[config.mk]
export PLATFORM = sky130hd
export DESIGN_NAME = dual_grant_out_alloc
export DESIGN_NICKNAME = d
export VERILOG_FILES = /design/src/rtl/alloc_pkg.sv /design/src/rtl/rr_pick.sv /design/src/rtl/rr_stage.sv /design/src/rtl/dual_grant_out_alloc.sv
export SDC_FILE = /design/constraint.sdc
export NUM_CORES = 1
export LEC_CHECK = 0
export BUFFER_PORTS_ARGS = -buffer_cell sky130_fd_sc_hd__buf_2
export CAP_MARGIN = 20
export CORE_MARGIN = 2
export CORE_UTILIZATION = 65
export DETAILED_ROUTE_END_ITERATION = 16
export GPL_TIMING_DRIVEN = 0
export MAX_ROUTING_LAYER = met4
export PLACE_DENSITY = 0.85
export REMOVE_ABC_BUFFERS = 1
export SLEW_MARGIN = 20
export SYNTH_ARGS = -nofsm -noshare
export SYNTH_HDL_FRONTEND = slang
export SYNTH_SLANG_ARGS = --single-unit
export TNS_END_PERCENT = 10
[constraint.sdc]
create_clock -name clk -period 18.26 [get_ports clk]
set_input_delay 0.913 -clock clk [delete_from_list [all_inputs] [get_ports clk]]
set_output_delay 0.913 -clock clk [all_outputs]
set_load 0.02 [all_outputs]
[src/rtl/alloc_pkg.sv]
package alloc_pkg;
  localparam int MAX_PORTS = 16;
  localparam int PORT_N  = 0;
  localparam int PORT_E  = 1;
  localparam int PORT_S  = 2;
  localparam int PORT_W  = 3;

  // Inputs that XY routing can route toward a given output.
  function automatic logic [MAX_PORTS-1:0] legal_mask(int out_port, int n);
    logic [MAX_PORTS-1:0] m;
    m = '0;
    for (int i = 0; i < n; i++) begin
      m[i] = 1'b1;
      if (i == out_port) m[i] = 1'b0;
      if ((out_port == PORT_E || out_port == PORT_W) &&
          (i == PORT_N || i == PORT_S)) m[i] = 1'b0;
    end
    return m;
  endfunction
endpackage

[src/rtl/rr_pick.sv]
module rr_pick #(
  parameter int N = 6
) (
  input  logic [N-1:0]         req,
  input  logic [$clog2(N)-1:0] ptr,
  output logic [N-1:0]         onehot,
  output logic                 any,
  output logic [$clog2(N)-1:0] idx
);
  localparam int PW = $clog2(N);

  int j;
  always_comb begin
    onehot = '0;
    any    = 1'b0;
    idx    = '0;
    j      = 0;
    for (int i = 0; i < N; i++) begin
      j = int'(ptr) + i;
      if (j >= N) j = j - N;
      if (!any && req[j]) begin
        any       = 1'b1;
        onehot[j] = 1'b1;
        idx       = PW'(j);
      end
    end
  end
endmodule

[src/rtl/rr_stage.sv]
module rr_stage #(
  parameter int N = 6
) (
  input  logic         clk,
  input  logic         rst_n,
  input  logic         en,
  input  logic [N-1:0] req,
  output logic [N-1:0] gnt,
  output logic         vld
);
  localparam int PW = $clog2(N);

  logic [PW-1:0] ptr_q;
  logic [PW-1:0] ptr_nxt;
  logic [N-1:0]  pick_oh;
  logic          pick_any;
  logic [PW-1:0] pick_idx;

  rr_pick #(.N(N)) u_pick (
    .req    (req),
    .ptr    (ptr_q),
    .onehot (pick_oh),
    .any    (pick_any),
    .idx    (pick_idx)
  );

  assign vld     = en & pick_any;
  assign gnt     = en ? pick_oh : '0;
  assign ptr_nxt = (pick_idx == PW'(N - 1)) ? '0 : pick_idx + 1'b1;

  always_ff @(posedge clk) begin
    if (!rst_n)   ptr_q <= '0;
    else if (vld) ptr_q <= ptr_nxt;
  end


  ptr_hold_chk: assert property (@(posedge clk) disable iff (!rst_n)
    !vld |=> $stable(ptr_q));

  ptr_range_chk: assert property (@(posedge clk) disable iff (!rst_n)
    int'(ptr_q) < N);

  gnt_onehot_chk: assert property (@(posedge clk) disable iff (!rst_n)
    vld |-> $countones(gnt) == 1);

  gnt_requested_chk: assert property (@(posedge clk) disable iff (!rst_n)
    (gnt & ~req) == '0);
endmodule

[src/rtl/dual_grant_out_alloc.sv]
module dual_grant_out_alloc #(
  parameter int NUM_IN   = 6,
  parameter int OUT_PORT = 4,
  parameter int SLOT_W   = 3
) (
  input  logic              clk,
  input  logic              rst_n,
  input  logic [NUM_IN-1:0] req_in,
  input  logic [SLOT_W-1:0] free_slots,
  output logic [NUM_IN-1:0] gnt_a,
  output logic              gnt_a_vld,
  output logic [NUM_IN-1:0] gnt_b,
  output logic              gnt_b_vld
);
  localparam logic [alloc_pkg::MAX_PORTS-1:0] LEGAL_FULL =
    alloc_pkg::legal_mask(OUT_PORT, NUM_IN);
  localparam logic [NUM_IN-1:0] LEGAL = LEGAL_FULL[NUM_IN-1:0];

  logic [NUM_IN-1:0] legal_req;
  logic [NUM_IN-1:0] req_b;
  logic              en_a;
  logic              en_b;

  assign legal_req = req_in & LEGAL;
  assign en_a      = free_slots != '0;
  assign en_b      = free_slots > SLOT_W'(1);
  assign req_b     = legal_req & ~gnt_a;

  rr_stage #(.N(NUM_IN)) u_stage_a (
    .clk   (clk),
    .rst_n (rst_n),
    .en    (en_a),
    .req   (legal_req),
    .gnt   (gnt_a),
    .vld   (gnt_a_vld)
  );

  rr_stage #(.N(NUM_IN)) u_stage_b (
    .clk   (clk),
    .rst_n (rst_n),
    .en    (en_b),
    .req   (req_b),
    .gnt   (gnt_b),
    .vld   (gnt_b_vld)
  );


  distinct_gnt_chk: assert property (@(posedge clk) disable iff (!rst_n)
    (gnt_a & gnt_b) == '0);

  b_needs_a_chk: assert property (@(posedge clk) disable iff (!rst_n)
    gnt_b_vld |-> gnt_a_vld);

  one_slot_chk: assert property (@(posedge clk) disable iff (!rst_n)
    (free_slots < SLOT_W'(2)) |-> !gnt_b_vld);

  no_slot_chk: assert property (@(posedge clk) disable iff (!rst_n)
    (free_slots == '0) |-> !gnt_a_vld);

  legal_only_chk: assert property (@(posedge clk) disable iff (!rst_n)
    ((gnt_a | gnt_b) & ~req_in) == '0);

  idle_chk: assert property (@(posedge clk) disable iff (!rst_n)
    (legal_req == '0) |-> !gnt_a_vld);
endmodule

==> results of run 1 <==
layout by cell type, fill, tap and decap left out, types with 5 or more instances in the layout:
cell type / synthesis / final
buf_2: 8 / 21
nor3_1: 9 / 9
mux2i_1: 9 / 9
o211ai_1: 13 / 13
nor2b_1: 5 / 5
a31oi_1: 10 / 10
xnor2_1: 16 / 16
nor2_1: 48 / 48
or3_1: 5 / 5
o21ai_0: 32 / 32
and3_1: 7 / 7
nor4_1: 11 / 11
nand4_1: 11 / 11
inv_1: 32 / 32
nand3_1: 21 / 21
ha_1: 33 / 33
nand2_1: 50 / 50
dfxtp_1: 6 / 5
a21oi_1: 36 / 36
nand2b_1: 10 / 10
o311a_1: 5 / 5
o21a_1: 8 / 8
stage by stage:
stage               hold slack, ns  std cells
floorplan                   0.5841        505
global placement            0.6818        598
detailed placement          0.7256        598
CTS                         0.7681        601
global route                0.7963        601
finish                      0.7643        601
registers in the layout, indices dropped and copies added, names as in the netlist:
signal           flops
u_stage_b.ptr_q      3
u_stage_a.ptr_q      3
worst reg2reg max path: cells and delay by family (launching register included):
family / cells / cell delay, ns
adder cells (fa/ha/maj): 3 / 1.42
AND/OR/NAND/NOR: 3 / 1.12
AO/OA/AOI/OAI: 9 / 3.08
flip-flops: 1 / 0.73
buffers and inverters: 4 / 1.13
cells by family (layout without fill, tap and decap cells):
kind of cell / count (synthesis) / count (layout) / synth area share, %
AND/OR/NAND/NOR: 212 / 212 / 31.29
flip-flops: 6 / 6 / 3.342
AO/OA/AOI/OAI: 180 / 180 / 36.65
buffers and inverters: 67 / 61 / 7.588
XOR/XNOR: 22 / 22 / 5.778
other: 1 / 2 / 0.1043
adder cells (fa/ha/maj): 33 / 33 / 11.49
multiplexers: 13 / 13 / 3.759
area by class of cell:
type / instances / share of cell area, %
multi-input combinational: 462 / 86.61
timing repair buffer: 21 / 2.832
tap: 72 / 2.428
inverter: 37 / 3.742
clock buffer: 3 / 1.113
sequential: 6 / 3.270
synthesized netlist by cell type, drive strengths merged, types with 3 or more instances:
cell type / n
nand2: 50
nor2: 48
a21oi: 38
inv: 34
o21ai: 34
ha: 33
nand3: 22
clkbuf: 18
xnor2: 17
nor4: 14
o211ai: 13
buf: 12
a31oi: 11
nand4: 11
nor3: 11
nand2b: 10
mux2i: 9
o21a: 8
and3: 7
dfxtp: 6
a211oi: 5
nor2b: 5
o311a: 5
o31ai: 5
or3: 5
xor2: 5
a21o: 4
a221oi: 4
a22oi: 4
a32oi: 4
and2: 4
mux2: 4
nand3b: 4
o2111a: 4
or4: 4
a22o: 3
a41oi: 3
and4: 3
clkinv: 3
nor3b: 3
o22ai: 3
o32ai: 3
or2: 3
metal layers:
| metal | track usage (%) | routed length [um] | vias to the layer above |
|---|---|---|---|
| li1 | - | - | 2022 |
| met3 | 4.828 | 842 | 79 |
| met5 | - | 0 | - |
| met2 | 61.55 | 5241 | 236 |
| met4 | 22.63 | 731 | 0 |
| met1 | 41.88 | 4232 | 1968 |
worst max path at each step:
stage	startpoint	endpoint	slack (ns)	cells after the start
2_1_floorplan	u_stage_a.ptr_q[0]$_SDFFE_PN0P_	gnt_b[2]	10.97	20
3_3_place_gp	u_stage_a.ptr_q[0]$_SDFFE_PN0P_	gnt_b[5]	9.79	21
3_5_place_dp	u_stage_a.ptr_q[1]$_SDFFE_PN0P_	gnt_b[5]	10.0	21
4_1_cts	u_stage_a.ptr_q[1]$_SDFFE_PN0P_	gnt_b[5]	9.74	21
5_1_grt	u_stage_a.ptr_q[1]$_SDFFE_PN0P_	gnt_b[3]	9.01	20
6_report	u_stage_a.ptr_q[1]$_SDFFE_PN0P_	gnt_b[3]	9.47	20
==> flow_metrics.env, run 1 <==
export IMPL_drive_gt1_share_pct=10.40
export IMPL_htreeDepth=1
export IMPL_postRouteAntennaNets=0
export IMPL_numPortBuffers=21
export IMPL_synth_edf_count=0
export IMPL_layout_setup_ws_ns=9.474
export IMPL_antenna_found_initial=0
export IMPL_maxSlewHeadroom_pct=39.39
export IMPL_rr_endpoint="u_stage_b.ptr_q[1]$_SDFFE_PN0P_"
export IMPL_ys_seq_elements=6
export IMPL_yosysTopAreaCell="ha_1"
export IMPL_numCtsBuffers=3
export IMPL_slew_violations=0
export IMPL_cp_num_buf_inv=5
export IMPL_initial_core_util_pct=66.09
export IMPL_synth_top_area_share_pct=11.49
export IMPL_num_io_pins=25
export IMPL_finalSetupViolations=0
export IMPL_multiInputGateArea_um2=3214
export IMPL_ctsHoldBuffers=0
export IMPL_fin_skew_ns=0.002685
export IMPL_fmax_mhz=113.8
export IMPL_synthArstFlopShare_pct=0
export IMPL_die_x_um=78.37
export IMPL_clock_path_buffers=2
export IMPL_die_area_um2=6141
export IMPL_hp_class="flop to flop"
export IMPL_grt_pass1_vias=4015
export IMPL_cp_start_kind="flop"
export IMPL_cts_resized=0
export IMPL_hold_end="u_stage_b.ptr_q[1]$_SDFFE_PN0P_"
export IMPL_drc_errors=0
export IMPL_gp_congestion=0.9858
export IMPL_grt_usage_pct=36.83
export IMPL_gr_total_overflow=0
export IMPL_syn2layout_area_growth_pct=3.237
export IMPL_rsz0062_at_grt="false"
export IMPL_maxCapViolCount=0
export IMPL_clkTransAtPathRegs_ns=0.04
export IMPL_cts_root_buf="clkbuf_8"
export IMPL_n_fill_cell=500
export IMPL_n_antenna_cell=0
export IMPL_hold_viol_final=0
export IMPL_postPlaceCellArea_um2=3661
export IMPL_nNetsFinal=575
export IMPL_wl_per_cell_um=18.38
export IMPL_ys_flop_type="dfxtp_1"
export IMPL_ys_seq_area_share_pct=3.341
export IMPL_core_um2=5439
export IMPL_fin_area_um2=3711
export IMPL_slowest_stage="ha_1"
export IMPL_clkSinkCount=6
export IMPL_critPathMaxStageDelay_ns=0.82
export IMPL_worst_r2r_setup_slack_ns=10.63
export IMPL_synth_area_um2=3595
export IMPL_reg2reg_depth=19
export IMPL_worstSkewPairLatency_ns=0.22
export IMPL_vias_per_cell=7.163
export IMPL_pre_cts_slack_ns=10.00
export IMPL_final_util_pct=68.23
export IMPL_r2r_start="u_stage_a.ptr_q[1]$_SDFFE_PN0P_"
export IMPL_tightest_slew_ns=0.9091
export IMPL_drt_iter0_markers=481
export IMPL_status="finished, final reports clean"
export IMPL_first_pass_iters=6
export IMPL_grt_max_degree=37
export IMPL_hold_path_startpoint="u_stage_b.ptr_q[1]$_SDFFE_PN0P_"
export IMPL_hpwl_um=8299
export IMPL_worstPathArrival_ns=7.87
export IMPL_worstSetupPathType="flop to primary output"
export IMPL_crit_path_max_fanout=17
export IMPL_postCtsSetupRepairBufs=0
export IMPL_synth_avg_cell_area_um2=6.732
export IMPL_ys_warn_count=0
export IMPL_cp_required_ns=17.35
export IMPL_rows=27
export IMPL_tns_ns=0
export IMPL_cts_tree="done"
export IMPL_wirelength_um=11050
export IMPL_synth_area_top_cells="ha_1 11%, nand2_1 5.2%, a21oi_1 5.0%"
export IMPL_fin_crit_sh_pct=48.11
export IMPL_synth_cell_types=83
export IMPL_regArea_um2=121.4
export IMPL_crit_path_end_kind="primary output"
export IMPL_critPathTopFamily="compound AO/OA/AOI/OAI gates"
export IMPL_synth_cells=534
export IMPL_grt_pass1_wl_um=18280
export IMPL_die_h_um=78.37
export IMPL_vias=4305
export IMPL_period_needed_ns=8.786
export IMPL_path_cells="clkinv_1, ha_1, inv_1, ha_1, inv_1, ha_1, inv_1, a31oi_4, o31ai_1, a221oi_1, a41oi_1, a22oi_1, o21ai_0, nor4_1, nor4_4, nor3_2, o211ai_1, o21a_1, a221oi_1, buf_2"
export IMPL_holdPathStages=2
Power of run 1 is not shown: default switching activity piles up to over one toggle a cycle in this logic, so the estimate is an artifact.
==> inputs of run 2 (changes only) <==
--- a/config.mk
+++ b/config.mk
@@ -5,14 +5,15 @@
 export SDC_FILE = /design/constraint.sdc
 export NUM_CORES = 1
 export LEC_CHECK = 0
+export ABC_AREA = 1
 export BUFFER_PORTS_ARGS = -buffer_cell sky130_fd_sc_hd__buf_2
 export CAP_MARGIN = 20
 export CORE_MARGIN = 2
-export CORE_UTILIZATION = 65
+export CORE_UTILIZATION = 57
 export DETAILED_ROUTE_END_ITERATION = 16
 export GPL_TIMING_DRIVEN = 0
 export MAX_ROUTING_LAYER = met4
-export PLACE_DENSITY = 0.85
+export PLACE_DENSITY = 0.79
 export REMOVE_ABC_BUFFERS = 1
 export SLEW_MARGIN = 20
 export SYNTH_ARGS = -nofsm -noshare
==> constraint.sdc (replaced) <==
create_clock -name clk -period 7.7 [get_ports clk]
set_input_delay 0.385 -clock clk [delete_from_list [all_inputs] [get_ports clk]]
set_output_delay 0.385 -clock clk [all_outputs]
set_load 0.02 [all_outputs]
==> flow_metrics.env, run 2 <==
export IMPL_cts_root_buf="clkbuf_8"
export IMPL_synth_cell_types=47
export IMPL_vias=4058
export IMPL_ctsHoldBuffers=0
export IMPL_clock_path_buffers=2
export IMPL_synth_compound_area_share_pct=12.05
export IMPL_ys_top_cells_by_count="155 x nand2_1, 95 x inv_1, 82 x nand3_1"
export IMPL_rows=28
export IMPL_postRouteAntennaNets=0
export IMPL_synthArstFlopShare_pct=0
export IMPL_die_h_um=82.01
export IMPL_fin_skew_ns=0.001564
export IMPL_postCtsSetupRepairBufs=0
export IMPL_synth_top_family_by_area="simple AND/OR/NAND/NOR gates"
export IMPL_synth_simple_gate_area_share_pct=55.95
export IMPL_cp_required_ns=7.32
export IMPL_synth_area_top_cells="nand2_1 17%, ha_1 12%, nand3_1 12%"
export IMPL_multiInputGateArea_um2=2858
export IMPL_drt_iter0_markers=400
export IMPL_worstPathArrival_ns=5.43
export IMPL_cp_start_kind="flop"
export IMPL_htreeDepth=1
export IMPL_final_common_cell="nand2_1"
export IMPL_hpwl_um=7882
export IMPL_tns_ns=0
export IMPL_wl_per_cell_um=13.51
export IMPL_nNetsFinal=688
export IMPL_cts_tree="done"
export IMPL_antenna_found_initial=0
export IMPL_fin_crit_sh_pct=75.51
export IMPL_cts_resized=0
export IMPL_synth_xor_area_share_pct=2.273
export IMPL_synth_edf_count=0
export IMPL_initial_core_util_pct=58.93
export IMPL_yosysMostFrequentCell="nand2_1"
export IMPL_gp_congestion=0.9920
export IMPL_slowest_stage="dfxtp_1"
export IMPL_n_fill_cell=566
export IMPL_synth_avg_cell_area_um2=5.505
export IMPL_hp_class="input port to flop"
export IMPL_grt_pass1_vias=3507
export IMPL_ys_flop_type="dfxtp_1"
export IMPL_clkTransAtPathRegs_ns=0.04
export IMPL_gr_total_overflow=0
export IMPL_worstSkewPairLatency_ns=0.23
export IMPL_ys_seq_area_share_pct=3.463
export IMPL_drive_gt1_share_pct=14.17
export IMPL_synth_area_um2=3468
export IMPL_largestRegisters="u_stage_a.ptr_q: 3 flops, u_stage_b.ptr_q: 3 flops"
export IMPL_synthAdderAreaFrac_pct=11.90
export IMPL_ys_seq_elements=6
export IMPL_layout_common_cells="155 x nand2_1, 95 x inv_1, 82 x nand3_1"
export IMPL_num_io_pins=25
export IMPL_maxCapViolCount=0
export IMPL_yosysTopAreaCell="nand2_1"
export IMPL_synth_cells=630
export IMPL_grt_usage_pct=30.65
export IMPL_crit_path_frequent_cell="nand2_1"
export IMPL_clkSinkCount=6
export IMPL_n_antenna_cell=0
export IMPL_rsz0062_at_grt="false"
export IMPL_regArea_um2=120.1
export IMPL_syn2layout_area_growth_pct=4.762
export IMPL_critPathMaxStageDelay_ns=0.86
export IMPL_finalSetupViolations=0
export IMPL_worst_r2r_setup_slack_ns=2.54
export IMPL_synth_top_area_share_pct=16.77
export IMPL_crit_path_end_kind="primary output"
export IMPL_grt_max_degree=26
export IMPL_ys_warn_count=0
export IMPL_crit_path_max_fanout=24
export IMPL_worstSetupPathType="flop to primary output"
export IMPL_synthMuxAreaShare_pct=0
export IMPL_status="finished, final reports clean"
export IMPL_grt_pass1_wl_um=16010
export IMPL_numPortBuffers=21
export IMPL_slew_violations=0
export IMPL_first_pass_iters=6
export IMPL_wirelength_um=9687
export IMPL_vias_per_cell=5.660
export IMPL_period_needed_ns=5.814
export IMPL_drc_errors=0
export IMPL_fmax_mhz=172.0
export IMPL_tightest_slew_ns=1.007
export IMPL_numCtsBuffers=3
export IMPL_hold_viol_final=0
export IMPL_core_um2=5886
export IMPL_die_area_um2=6725
export IMPL_die_x_um=82.01
export IMPL_maxSlewHeadroom_pct=32.75
==> run 2: metrics by stage <==
step / hold WS [ns] / utilization (%) / setup slack (ns) / cells / area [um^2]
final: 0.4509 / 61.73 / 1.886 / 717 / 3633
after global routing: 0.4706 / 61.73 / 1.344 / 717 / 3633
after CTS: 0.4493 / 61.73 / 2.010 / 717 / 3633
after detailed placement: 0.6363 / 61.03 / 2.255 / 714 / 3592
after global placement: 0.6129 / 61.03 / 2.328 / 714 / 3592
after floorplan: 0.5268 / - / 3.036 / 618 / 3393
==> run 2: critical path, delay by kind of cell, from the launching register on <==
family | cells | cell delay (ns)
compound gates | 2 | 0.28
buf+inv | 7 | 0.99
simple gates | 17 | 1.97
flops | 1 | 0.86
fa+ha+maj | 3 | 1.07
==> run 2: worst paths after layout <==
| kind | start | to | cells past startpoint |
|---|---|---|---|
| setup reg to reg | u_stage_a.ptr_q[0]$_SDFFE_PN0P_ | u_stage_b.ptr_q[1]$_SDFFE_PN0P_ | 29 |
| hold / removal | rst_n | u_stage_b.ptr_q[2]$_SDFFE_PN0P_ | 3 |
| hold reg to reg | u_stage_a.ptr_q[2]$_SDFFE_PN0P_ | u_stage_a.ptr_q[2]$_SDFFE_PN0P_ | 2 |
| setup / recovery | u_stage_a.ptr_q[0]$_SDFFE_PN0P_ | gnt_b[2] | 29 |
==> run 2: cell type report <==
type,count,share of cell area (%)
clock buffer,3,1.136
inverter,110,11.43
timing repair buffer,21,2.893
multi-input combinational,502,78.65
tap,75,2.583
sequential,6,3.306
==> run 2: logic make-up after synthesis <==
logic type	after synthesis
buf+inv	123
simple gates	390
compound gates	68
other cells	1
flops	6
xor+xnor	9
fa+ha+maj	33
==> run 2: metal layers <==
metal	up-vias	track usage, %	wire length (um)
met5	-	-	0
met1	1790	44.59	4708
li1	2078	-	-
met2	181	46.10	4092
met3	9	2.857	822
met4	0	5.500	63
Power of run 2 is left out for the same reason.
